==> config.mk <==
export PLATFORM = sky130hd
export DESIGN_NAME = rxerr_tracker
export DESIGN_NICKNAME = d
export VERILOG_FILES = /design/src/rtl/rxerr_pkg.sv /design/src/rtl/rxq_store.sv /design/src/rtl/rxq_err_cnt.sv /design/src/rtl/rxerr_tracker.sv
export SDC_FILE = /design/constraint.sdc
export NUM_CORES = 1
export LEC_CHECK = 0
export BUFFER_PORTS_ARGS = -buffer_cell sky130_fd_sc_hd__buf_4
export CAP_MARGIN = 5
export CORE_ASPECT_RATIO = 0.75
export CORE_MARGIN = 1
export CORE_UTILIZATION = 35
export CTS_BUF_LIST = sky130_fd_sc_hd__clkbuf_16
export CTS_CLUSTER_DIAMETER = 80
export DETAILED_ROUTE_END_ITERATION = 6
export GPL_TIMING_DRIVEN = 0
export PLACE_DENSITY = 0.55
export SLEW_MARGIN = 10
export SYNTH_ARGS = -nofsm -noshare
export SYNTH_HDL_FRONTEND = slang
export SYNTH_HIERARCHICAL = 1
export SYNTH_SLANG_ARGS = --single-unit
==> constraint.sdc <==
create_clock -name clk -period 5.8 [get_ports clk]
set_input_delay 0.58 -clock clk [delete_from_list [all_inputs] [get_ports clk]]
set_output_delay 0.58 -clock clk [all_outputs]
set_load 0.1 [all_outputs]
==> src/rtl/rxerr_pkg.sv <==
package rxerr_pkg;
    parameter int DATA_W = 8;

    typedef struct packed {
        logic              perr;
        logic              ferr;
        logic [DATA_W-1:0] data;
    } rx_entry_t;

    localparam int N_KIND = 2;
    localparam int KIND_FER = 0;
    localparam int KIND_PER = 1;
endpackage

==> src/rtl/rxq_store.sv <==
module rxq_store #(
    parameter int DEPTH = 128,
    localparam int AW = $clog2(DEPTH),
    localparam int CW = AW + 1
) (
    input  logic                 clk,
    input  logic                 rst_n,
    input  logic                 clr,
    input  logic                 push_req,
    input  rxerr_pkg::rx_entry_t push_ent,
    input  logic                 pop_req,
    output rxerr_pkg::rx_entry_t head_ent,
    output logic                 push_ok,
    output logic                 pop_ok,
    output logic [CW-1:0]        level,
    output logic                 empty,
    output logic                 full,
    output logic                 overrun
);
    import rxerr_pkg::*;

    typedef struct packed {
        logic [AW-1:0] wr_ptr;
        logic [AW-1:0] rd_ptr;
        logic [CW-1:0] level;
        logic          overrun;
    } st_t;

    st_t st_d, st_q;
    rx_entry_t mem_q [DEPTH];

    assign empty   = (st_q.level == '0);
    assign full    = (st_q.level == CW'(DEPTH));
    assign level   = st_q.level;
    assign overrun = st_q.overrun;
    assign head_ent = mem_q[st_q.rd_ptr];

    assign push_ok = push_req && !full && !clr;
    assign pop_ok  = pop_req && !empty && !clr;

    always_comb begin
        st_d = st_q;
        st_d.overrun = push_req && full && !clr;
        if (clr) begin
            st_d.wr_ptr = '0;
            st_d.rd_ptr = '0;
            st_d.level  = '0;
        end else begin
            if (push_ok) st_d.wr_ptr = st_q.wr_ptr + AW'(1);
            if (pop_ok)  st_d.rd_ptr = st_q.rd_ptr + AW'(1);
            case ({push_ok, pop_ok})
                2'b10:   st_d.level = st_q.level + CW'(1);
                2'b01:   st_d.level = st_q.level - CW'(1);
                default: st_d.level = st_q.level;
            endcase
        end
    end

    always_ff @(posedge clk or negedge rst_n) begin
        if (!rst_n) st_q <= '0;
        else        st_q <= st_d;
    end

    always_ff @(posedge clk) begin
        if (push_ok) mem_q[st_q.wr_ptr] <= push_ent;
    end

    p_level_bound_r11: assert property (@(posedge clk) disable iff (!rst_n)
        st_q.level <= CW'(DEPTH));
    p_overrun_pulse_r7: assert property (@(posedge clk) disable iff (!rst_n)
        (push_req && full && !clr) |=> (overrun && $stable(level)));
    p_empty_pop_r8: assert property (@(posedge clk) disable iff (!rst_n)
        (pop_req && !push_req && empty && !clr) |=> empty);
    p_clear_level_r9: assert property (@(posedge clk) disable iff (!rst_n)
        clr |=> (empty && !full));
endmodule

==> src/rtl/rxq_err_cnt.sv <==
module rxq_err_cnt #(
    parameter int DEPTH = 128,
    parameter int FIELD_W = 8,
    localparam int AW = $clog2(DEPTH),
    localparam int CW = AW + 1
) (
    input  logic               clk,
    input  logic               rst_n,
    input  logic               clr,
    input  logic               inc,
    input  logic               dec,
    output logic [CW-1:0]      count,
    output logic [FIELD_W-1:0] field
);
    typedef struct packed {
        logic [CW-1:0] cnt;
    } cst_t;

    cst_t c_d, c_q;

    always_comb begin
        c_d = c_q;
        if (clr) begin
            c_d.cnt = '0;
        end else begin
            case ({inc, dec})
                2'b10:   c_d.cnt = c_q.cnt + CW'(1);
                2'b01:   c_d.cnt = c_q.cnt - CW'(1);
                default: c_d.cnt = c_q.cnt;
            endcase
        end
    end

    always_ff @(posedge clk or negedge rst_n) begin
        if (!rst_n) c_q <= '0;
        else        c_q <= c_d;
    end

    assign count = c_q.cnt;
    // The field carries the count modulo DEPTH; the top count bit is not reported.
    assign field = FIELD_W'(c_q.cnt[AW-1:0]);

    p_cnt_bound_r6: assert property (@(posedge clk) disable iff (!rst_n)
        c_q.cnt <= CW'(DEPTH));
    p_no_underflow_r8: assert property (@(posedge clk) disable iff (!rst_n)
        (dec && !inc && !clr) |-> (c_q.cnt != '0));
    p_step_r4: assert property (@(posedge clk) disable iff (!rst_n)
        (inc && !dec && !clr) |=> (c_q.cnt == $past(c_q.cnt) + CW'(1)));
endmodule

==> src/rtl/rxerr_tracker.sv <==
module rxerr_tracker #(
    parameter int DEPTH = 128,
    parameter int FIELD_W = 8,
    localparam int AW = $clog2(DEPTH),
    localparam int CW = AW + 1
) (
    input  logic                   clk,
    input  logic                   rst_n,
    input  logic                   rx_clr,
    input  logic                   rx_push,
    input  logic [7:0]             rx_push_data,
    input  logic                   rx_push_perr,
    input  logic                   rx_push_ferr,
    input  logic                   rx_pop,
    input  logic                   err_summary,
    output logic [7:0]             rx_head_data,
    output logic                   rx_head_perr,
    output logic                   rx_head_ferr,
    output logic [CW-1:0]          rx_level,
    output logic                   rx_empty,
    output logic                   rx_full,
    output logic                   rx_overrun,
    output logic [2*FIELD_W-1:0]   status_word,
    output logic                   err_valid
);
    import rxerr_pkg::*;

    rx_entry_t push_ent, head_ent;
    logic push_ok, pop_ok;
    logic [N_KIND-1:0] in_flag, head_flag;
    logic [CW-1:0]      cnt   [N_KIND];
    logic [FIELD_W-1:0] fld   [N_KIND];

    assign push_ent = '{perr: rx_push_perr, ferr: rx_push_ferr, data: rx_push_data};

    rxq_store #(.DEPTH(DEPTH)) u_store (
        .clk(clk), .rst_n(rst_n), .clr(rx_clr),
        .push_req(rx_push), .push_ent(push_ent), .pop_req(rx_pop),
        .head_ent(head_ent), .push_ok(push_ok), .pop_ok(pop_ok),
        .level(rx_level), .empty(rx_empty), .full(rx_full), .overrun(rx_overrun)
    );

    assign in_flag[KIND_PER]   = push_ent.perr;
    assign in_flag[KIND_FER]   = push_ent.ferr;
    assign head_flag[KIND_PER] = head_ent.perr;
    assign head_flag[KIND_FER] = head_ent.ferr;

    for (genvar g = 0; g < N_KIND; g++) begin : g_kind
        rxq_err_cnt #(.DEPTH(DEPTH), .FIELD_W(FIELD_W)) u_cnt (
            .clk(clk), .rst_n(rst_n), .clr(rx_clr),
            .inc(push_ok && in_flag[g]), .dec(pop_ok && head_flag[g]),
            .count(cnt[g]), .field(fld[g])
        );
        p_cnt_le_level_r3: assert property (@(posedge clk) disable iff (!rst_n)
            cnt[g] <= rx_level);
        p_clear_cnt_r9: assert property (@(posedge clk) disable iff (!rst_n)
            rx_clr |=> (cnt[g] == '0));
    end

    assign status_word  = {fld[KIND_PER], fld[KIND_FER]};
    assign rx_head_data = head_ent.data;
    assign rx_head_perr = head_ent.perr;
    assign rx_head_ferr = head_ent.ferr;
    assign err_valid    = err_summary;

    p_field_msb_r6: assert property (@(posedge clk) disable iff (!rst_n)
        !status_word[FIELD_W-1] && !status_word[2*FIELD_W-1]);
endmodule

-- Yosys cells after proc, flatten, opt, wreduce, memory -nomap -nowiden
Memories as Yosys holds them, arrays and structs flattened.
Index checks and enable logic that the tools add are counted.
- memories: 1
- memory bits (writable): 1280
- flip-flop bits (word level): 39
- logic and storage cells: 51
- output and inout bits: 38
- input bits: 16
- memory list (memory ; depth ; bits a word ; rd ports ; clocked after memory_dff ; write ports ; line ; text):
    u_store.mem_q ; 128 ; 10 ; 1 ; 0 ; 1 ; rxq_store.sv:30 ; rx_entry_t mem_q [DEPTH];
- $add $sub $neg: 8
- equality and inequality tests: 7
- mux-type cells: 10
- reduce and logical (&&, ||, !) cells: 19
- operators with widths (operator ; count):
    $pmux 8 s2 ; 3
    $add 8x1->8 const B ; 3
    $sub 8x1->8 const B ; 3
    $mux 22 ; 1
    $mux 8 ; 2
    $add 7x1->7 const B ; 2
    $mux 7 ; 2
    $logic_and 1x1->1 ; 10
    $reduce_bool 3->1 ; 3
    $eq 8x8->1 const B ; 1
    $logic_not 8->1 ; 1
    $eq 2x1->1 const B ; 3
    $eq 2x2->1 const B ; 3
    $reduce_bool 2->1 ; 2
    $logic_not 1->1 ; 3
    $mux 1 ; 2

-- Longest topological paths before layout
Gate-level depths: netlist (run 1).
- depth in word-level cells: 8
- mapped depth: 20
- mapped depth without buffers: 15

-- By module
Netlist (run 1), hierarchy kept.
- by module, submodules not included (module ; area an instance (µm²) ; cells each ; seq. area each (µm²) ; instances):
    rxq_store ; 50792.5 ; 2503 ; 39012.4 ; 1
    rxq_err_cnt at g_kind[1].u_cnt ; 723.2 ; 87 ; 200.2 ; 1
    rxq_err_cnt at g_kind[0].u_cnt ; 700.7 ; 80 ; 200.2 ; 1
    rxerr_tracker ; 32.5 ; 5 ; 0.0 ; 1

-- Least setup slack after synthesis (run 1)
No wires, ideal clock.
- kind: register to register
- start: register u_store/st_q[10] in the netlist's numbering
- end: register g_kind[0].u_cnt.c_q (netlist bit g_kind[0].u_cnt/count[7])
- clock period less this slack: 5.031 ns
- setup slack: 0.769 ns
- stages on the path, launching flop included: 18
- data required time: 5.696 ns
- arrival: 4.927 ns
- buffers on the path: 5
- library setup time: 0.104 ns
- cell sequence: dfrtp_1 > buf_2 > buf_4 > buf_2 > buf_1 > mux4_2 > a22oi_1 > a211oi_1 > o32a_1 > and2_1 > and2b_1 > buf_2 > ha_1 > and4_1 > a2111oi_2 > o31ai_1 > or4b_1 > o311ai_1
- cells in the longest elaborated chain, start to end: 5
- elaborated cells between the ends (all ways): 7
- classes of those cells: 2 x eq/ne; 2 x mux; 2 x reduce/logical; 1 x memory
- ends and longest elaborated chain (item ; line ; text):
    start: declaration ; rxq_store.sv:29 ; st_t st_d, st_q;
    start signal: assignment ; rxq_store.sv:61 ; else st_q <= st_d;
    $mem_v2 128x10 (*) ; n/a ;
    net rx_head_ferr ; rxerr_tracker.sv:18 ; output logic rx_head_ferr,
    $logic_and 1x1->1 (*) ; rxerr_tracker.sv:51 ; .inc(push_ok && in_flag[g]), .dec(pop_ok && head_flag[g]),
    $eq 2x1->1 / $eq 2x2->1 (equally long branches) ; rxq_err_cnt.sv:26 ; case ({inc, dec})
    $pmux 8 s2 ; rxq_err_cnt.sv:26 ;
    $mux 8 ; rxq_err_cnt.sv:23 ; if (clr) begin
    end signal: assignment ; rxq_err_cnt.sv:35 ; if (!rst_n) c_q <= '0;
    end signal: assignment ; rxq_err_cnt.sv:36 ; else c_q <= c_d;
    end: declaration ; rxq_err_cnt.sv:19 ; cst_t c_d, c_q;
The timed path passes the listed nets; every way through them passes the cells marked *.
A chain may end at the register's enable or synchronous reset.

-- Final worst setup path (run 1)
- start: register u_store/st_q[10] in the netlist's numbering
- end: output rx_head_data[1]
- cells in the longest elaborated chain, start to end: 1
- ends and longest elaborated chain (item ; line ; text):
    $mem_v2 128x10 ; n/a ;
    end: declaration ; rxerr_tracker.sv:16 ; output logic [7:0] rx_head_data,
Every way passes these cells.

==> impl_metrics.toml, run 1 <==
[setup_path]
crit_buf_inv = 6
crit_path_frequent_cell = "buf_4"
required_ps = 5220
crit_chain = "buf_2, buf_4, buf_4, buf_4, buf_2, mux2i_1, nand2_1, a31oi_2, o21ai_0, nor2_1, a21oi_1, buf_4"
rr_startpoint = "u_store/st_q[10]"
setup.worst_path.class = "reg2out"
end_kind = "output pin"
worstPathArrival_ps = 5370
cp-start-kind = "flop"
critPathMaxStageDelay_ps = 510
crit_fanout = 10
crit_start = "u_store/st_q[10]"
crit_family = "buffers and inverters"
cp_slowest_cell = "buf_2"
r2r_slack_ps = 110

[die]
ios = 54
row_count = 122
die_w_um = 447
die_h_um = 336
start_util = 0.353
core_area_um2 = 148000
die-area_um2 = 150000

[worst_hold_path]
hp-class = "in2reg"
min_from = "rx_clr"

[placed_design]
globalplace.congestion = 0.955
place_ws_ps = -1020
dp.cells = 4693
io_buffers = 50
dpl.hpwl_um = 113000

[sta]
setup_violations = 1
fin_crit_sh = 1.03
min_period_ps = 5950
fin_skew_ps = 48.0
hold_violations = 0
slew_violations = 0
fin_ws_ps = -152
fin_tns_setup_ps = -152
slew_headroom = 0.0180
worst_pin_slew_ps = 1470
fmax_mhz = 168
rsz0062_at_grt = "no"

[clock_network]
cts_buffer_depth = 3
htreeDepth = 3
clkTransAtPathRegs_ps = 70
cts_tree = "yes"
cts_sinks = 1317
root_buffer = "clkbuf_16"
cts_buffers = 121
clk_latency_ps = 750

[job]
maxCapViolCount = 0

[final_layout]
final_cell_mix = "edfxtp_1, mux4_2, nor2_1"
drive_above_1_share = 0.223
instances_no_fill = 4920
fillers = 13100
mostFrequentLayoutCell = "edfxtp_1"
final_nets = 2872
syn_to_final_growth_pct = 13.6
final_util = 0.401

[global_route]
grt_pass1_wl_um = 237000
gr-usage-all-layers = 0.234
grt_pass1_vias = 28000
grt_max_degree = 130
antenna_found_initial = 8
gr-total-overflow = 0

[detailed_routing]
via_count = 29600
viasPerCell = 6.02
routed_wl_um = 177000
ant_nets = 0
drt-initial-drc-count = 4645
drcViolationCount = 0
first_pass_iters = 6
wl_per_cell_um = 35.9

[power]
power.leakage_nw = 18.3
peakVddDrop_mv = 0.287
power_density_nw_per_um2 = 407
power_w = 0.0241

[logic_synthesis]
avgSynthCellArea_um2 = 19.6
syn_inst = 2654
ys_warn_count = 6
netlist_area_um2 = 52100
synth_nets = 2687

[outcome]
status = "finished, violations left"
violations = "negative setup slack"
-- worst paths after layout --
| path | end | cells after the start |
|---|---|---|
| setup / recovery | rx_head_data[1] | 12 |
| hold reg to reg | u_store/level[4] | 2 |
| setup reg to reg | g_kind[0].u_cnt/count[5] | 16 |
| min in group asynchronous | g_kind[1].u_cnt/count[1] | 2 |
| max in group asynchronous | u_store/level[6] | 2 |
| hold / removal | g_kind[1].u_cnt/count[4] | 3 |
-- state kept, by name, summed over array words and instances, names as in the netlist --
signal / cells
g_kind.u_cnt/count: 14
u_store/overrun: 1
u_store/st_q: 14
u_store/level: 8
u_store/mem_q: 1280
-- tightest hold or removal path: stages --
cell and delay, ps:
buf_4 140, nor2b_1 100, mux2_2 150
-- power by group --
group	internal, W	switching (W)
logic	0.00181	0.00393
clock network	0.00419	0.00354
registers	0.0105	0.0000796
total	0.0165	0.00755
-- repair_timing --
action | CTS | global route
endpoints found under the hold margin | 37 | 0
hold buffers | 1 | 0
endpoints found under the setup margin | 24 | 6
pin swaps | 1 | 1
buffers inserted | 5 | 0
resized for setup | 41 | 31
-- stage by stage --
stage          hold slack (ps)  cell area [um^2]
6_report                   262             59200
3_3_place_gp               526             54900
4_1_cts                    228             59000
3_5_place_dp               556             55100
5_1_grt                    263             59200
2_1_floorplan              284             52100
-- final cells by class --
class | count | area, um^2 | area share
clock inverter | 96 | 691 | 0.0117
timing repair buffer | 62 | 551 | 0.00931
multi-input combinational | 1147 | 11800 | 0.200
inverter | 13 | 50.0 | 0.000846
buffer | 177 | 1120 | 0.0189
tap | 1984 | 2480 | 0.0420
clock buffer | 123 | 3080 | 0.0520
sequential | 1317 | 39400 | 0.665
antenna | 1 | 2.50 | 0.0000423
-- routing by layer --
| layer | vias to the layer above | global-route usage | routed length, um |
|---|---|---|---|
| met5 | - | 0 | 13 |
| met4 | 2 | 0.0683 | 5630 |
| met3 | 271 | 0.0689 | 24700 |
| met2 | 2152 | 0.331 | 74400 |
| met1 | 15900 | 0.346 | 71900 |
| li1 | 11300 | - | - |
(Power assumes the default switching activity.)
==> inputs of run 2 (changes only) <==
CORE_UTILIZATION = 40   (was 35)
PLACE_DENSITY = 0.61   (was 0.55)
==> impl_metrics.toml, run 2 (same netlist as run 1, synthesis figures left out) <==
[die]
die-area_um2 = 132000
die_h_um = 315
ios = 54
row_count = 114
core_area_um2 = 129000
die_w_um = 419
start_util = 0.404

[final_layout]
syn_to_final_growth_pct = 13.2
top_register = "u_store/mem_q"
multi_input_area_um2 = 11800
mostFrequentLayoutCell = "edfxtp_1"
ff_latch_area_um2 = 39400
drive_above_1_share = 0.224
final_nets = 2871
largest_reg_flops = 1280
fin_area_um2 = 59000
final_cell_mix = "edfxtp_1, mux4_2, nor2_1"
instances_no_fill = 4683
fillers = 10800

[sta]
fin_ws_ps = -11.1
fin_skew_ps = 40.6
slew_violations = 0
fin_crit_sh = 1.00
fmax_mhz = 172
hold_violations = 0
min_period_ps = 5810
setup_violations = 1
timing.hold.ws_ps = 196
worst_pin_slew_ps = 1370
slew_headroom = 0.0866
fin_tns_setup_ps = -11.1

[detailed_routing]
ant_nets = 0
viasPerCell = 6.35
routed_wl_um = 171000
wl_met3_um = 26400
first_pass_iters = 6
drt-met1-wl_um = 67600
drt-initial-drc-count = 4743
via_count = 29700
dr_wl_met2_um = 71100
wl_per_cell_um = 36.6
top_layer = "met4"
drcViolationCount = 0

[outcome]
status = "finished, violations left"
violations = "negative setup slack"

[placed_design]
io_buffers = 50
dpl.hpwl_um = 110000
globalplace.congestion = 1.01
dp.cells = 4449
placed_area_um2 = 54800

[clock_network]
clk_latency_ps = 750
root_buffer = "clkbuf_16"
cts_tree = "yes"
cts_buffer_depth = 3
htreeDepth = 3
clkTransAtPathRegs_ps = 70
cts_buffers = 121
cts_sinks = 1317

[setup_path]
end_kind = "output pin"
crit_fanout = 10
cp-start-kind = "flop"
worstPathArrival_ps = 5230
crit_buf_inv = 5
cp_slowest_cell = "a221oi_1"
required_ps = 5220
critPathMaxStageDelay_ps = 790
crit_family = "buffers and inverters"
crit_chain = "buf_2, buf_4, buf_2, buf_2, mux4_2, a221oi_1, o221ai_1, o32a_1, buf_4"
setup.worst_path.class = "reg2out"
crit_path_frequent_cell = "buf_2"
r2r_slack_ps = 10

[global_route]
gr-total-overflow = 0
grt_pass1_vias = 28000
grt_max_degree = 130
grt_pass1_wl_um = 231000
gr-usage-all-layers = 0.259
antenna_found_initial = 5

[power]
p_sw_w = 0.00752
power_density_nw_per_um2 = 411
peakVddDrop_mv = 0.256
seqPwrFrac = 0.437
power.leakage_nw = 18.3
comb_power_share = 0.235
clkPwrFrac = 0.328
power_w = 0.0242
internal_power_w = 0.0167
swShare = 0.310

[worst_hold_path]
hp-class = "in2reg"

[job]
maxCapViolCount = 0
run 2: cell types whose count changed in the layout (fill, tap and decap cells not counted), moves of 4 or more:
cell,delta
buf_2,+8
clkinv_2,+8
buf_4,-5
buf_6,-4
bufinv_16,+6
inv_1,-5
clkinv_8,+4
run 2: worst paths after layout:
path | start | end | depth (start not counted)
hold reg to reg | g_kind[0].u_cnt/count[6] | g_kind[0].u_cnt/count[6] | 2
min in group asynchronous | rst_n | g_kind[1].u_cnt/count[0] | 2
setup / recovery | u_store/st_q[10] | rx_head_data[5] | 9
max in group asynchronous | rst_n | u_store/st_q[12] | 2
setup reg to reg | u_store/st_q[10] | g_kind[0].u_cnt/count[5] | 16
hold / removal | rx_push_data[4] | u_store/mem_q[103][4] | 1
run 2: what timing repair did:
action | 4_1_cts | 5_1_grt
endpoints found under the hold margin | 37 | 0
gates resized for setup | 30 | 43
hold buffers | 1 | 0
buffers inserted | 3 | 0
pin swaps | 1 | 0
endpoints found under the setup margin | 22 | 7
run 2: stage by stage:
stage               utilization  worst slack [ps]
finish                    0.457             -11.1
global route              0.457             -25.3
floorplan                     -              1120
CTS                       0.456              10.3
detailed placement        0.425              -868
global placement          0.424              -848
run 2: metal layers:
layer | vias to the layer above | track usage
met5 | - | 0
li1 | 11300 | -
met2 | 2347 | 0.359
met1 | 15800 | 0.378
met3 | 329 | 0.0925
met4 | 0 | 0.0856
run 2: final cells by class:
type / instances / area share
Sequential cell: 1317 / 0.668
Clock inverter: 103 / 0.0150
Multi-Input combinational cell: 1147 / 0.200
Timing Repair Buffer: 61 / 0.00959
Tap cell: 1740 / 0.0369
Clock buffer: 121 / 0.0514
Inverter: 13 / 0.000849
Buffer: 177 / 0.0187
Antenna cell: 4 / 0.000170
run 2: power by group through the flow:
stage | logic [W] | clock network (W) | registers (W)
after detailed placement | 0.00550 | 0 | 0.0108
after CTS | 0.00553 | 0.00804 | 0.0106
after floorplan | 0.00329 | 0 | 0.0108
after global routing | 0.00577 | 0.00838 | 0.0106
final | 0.00570 | 0.00796 | 0.0106
after global placement | 0.00544 | 0 | 0.0108
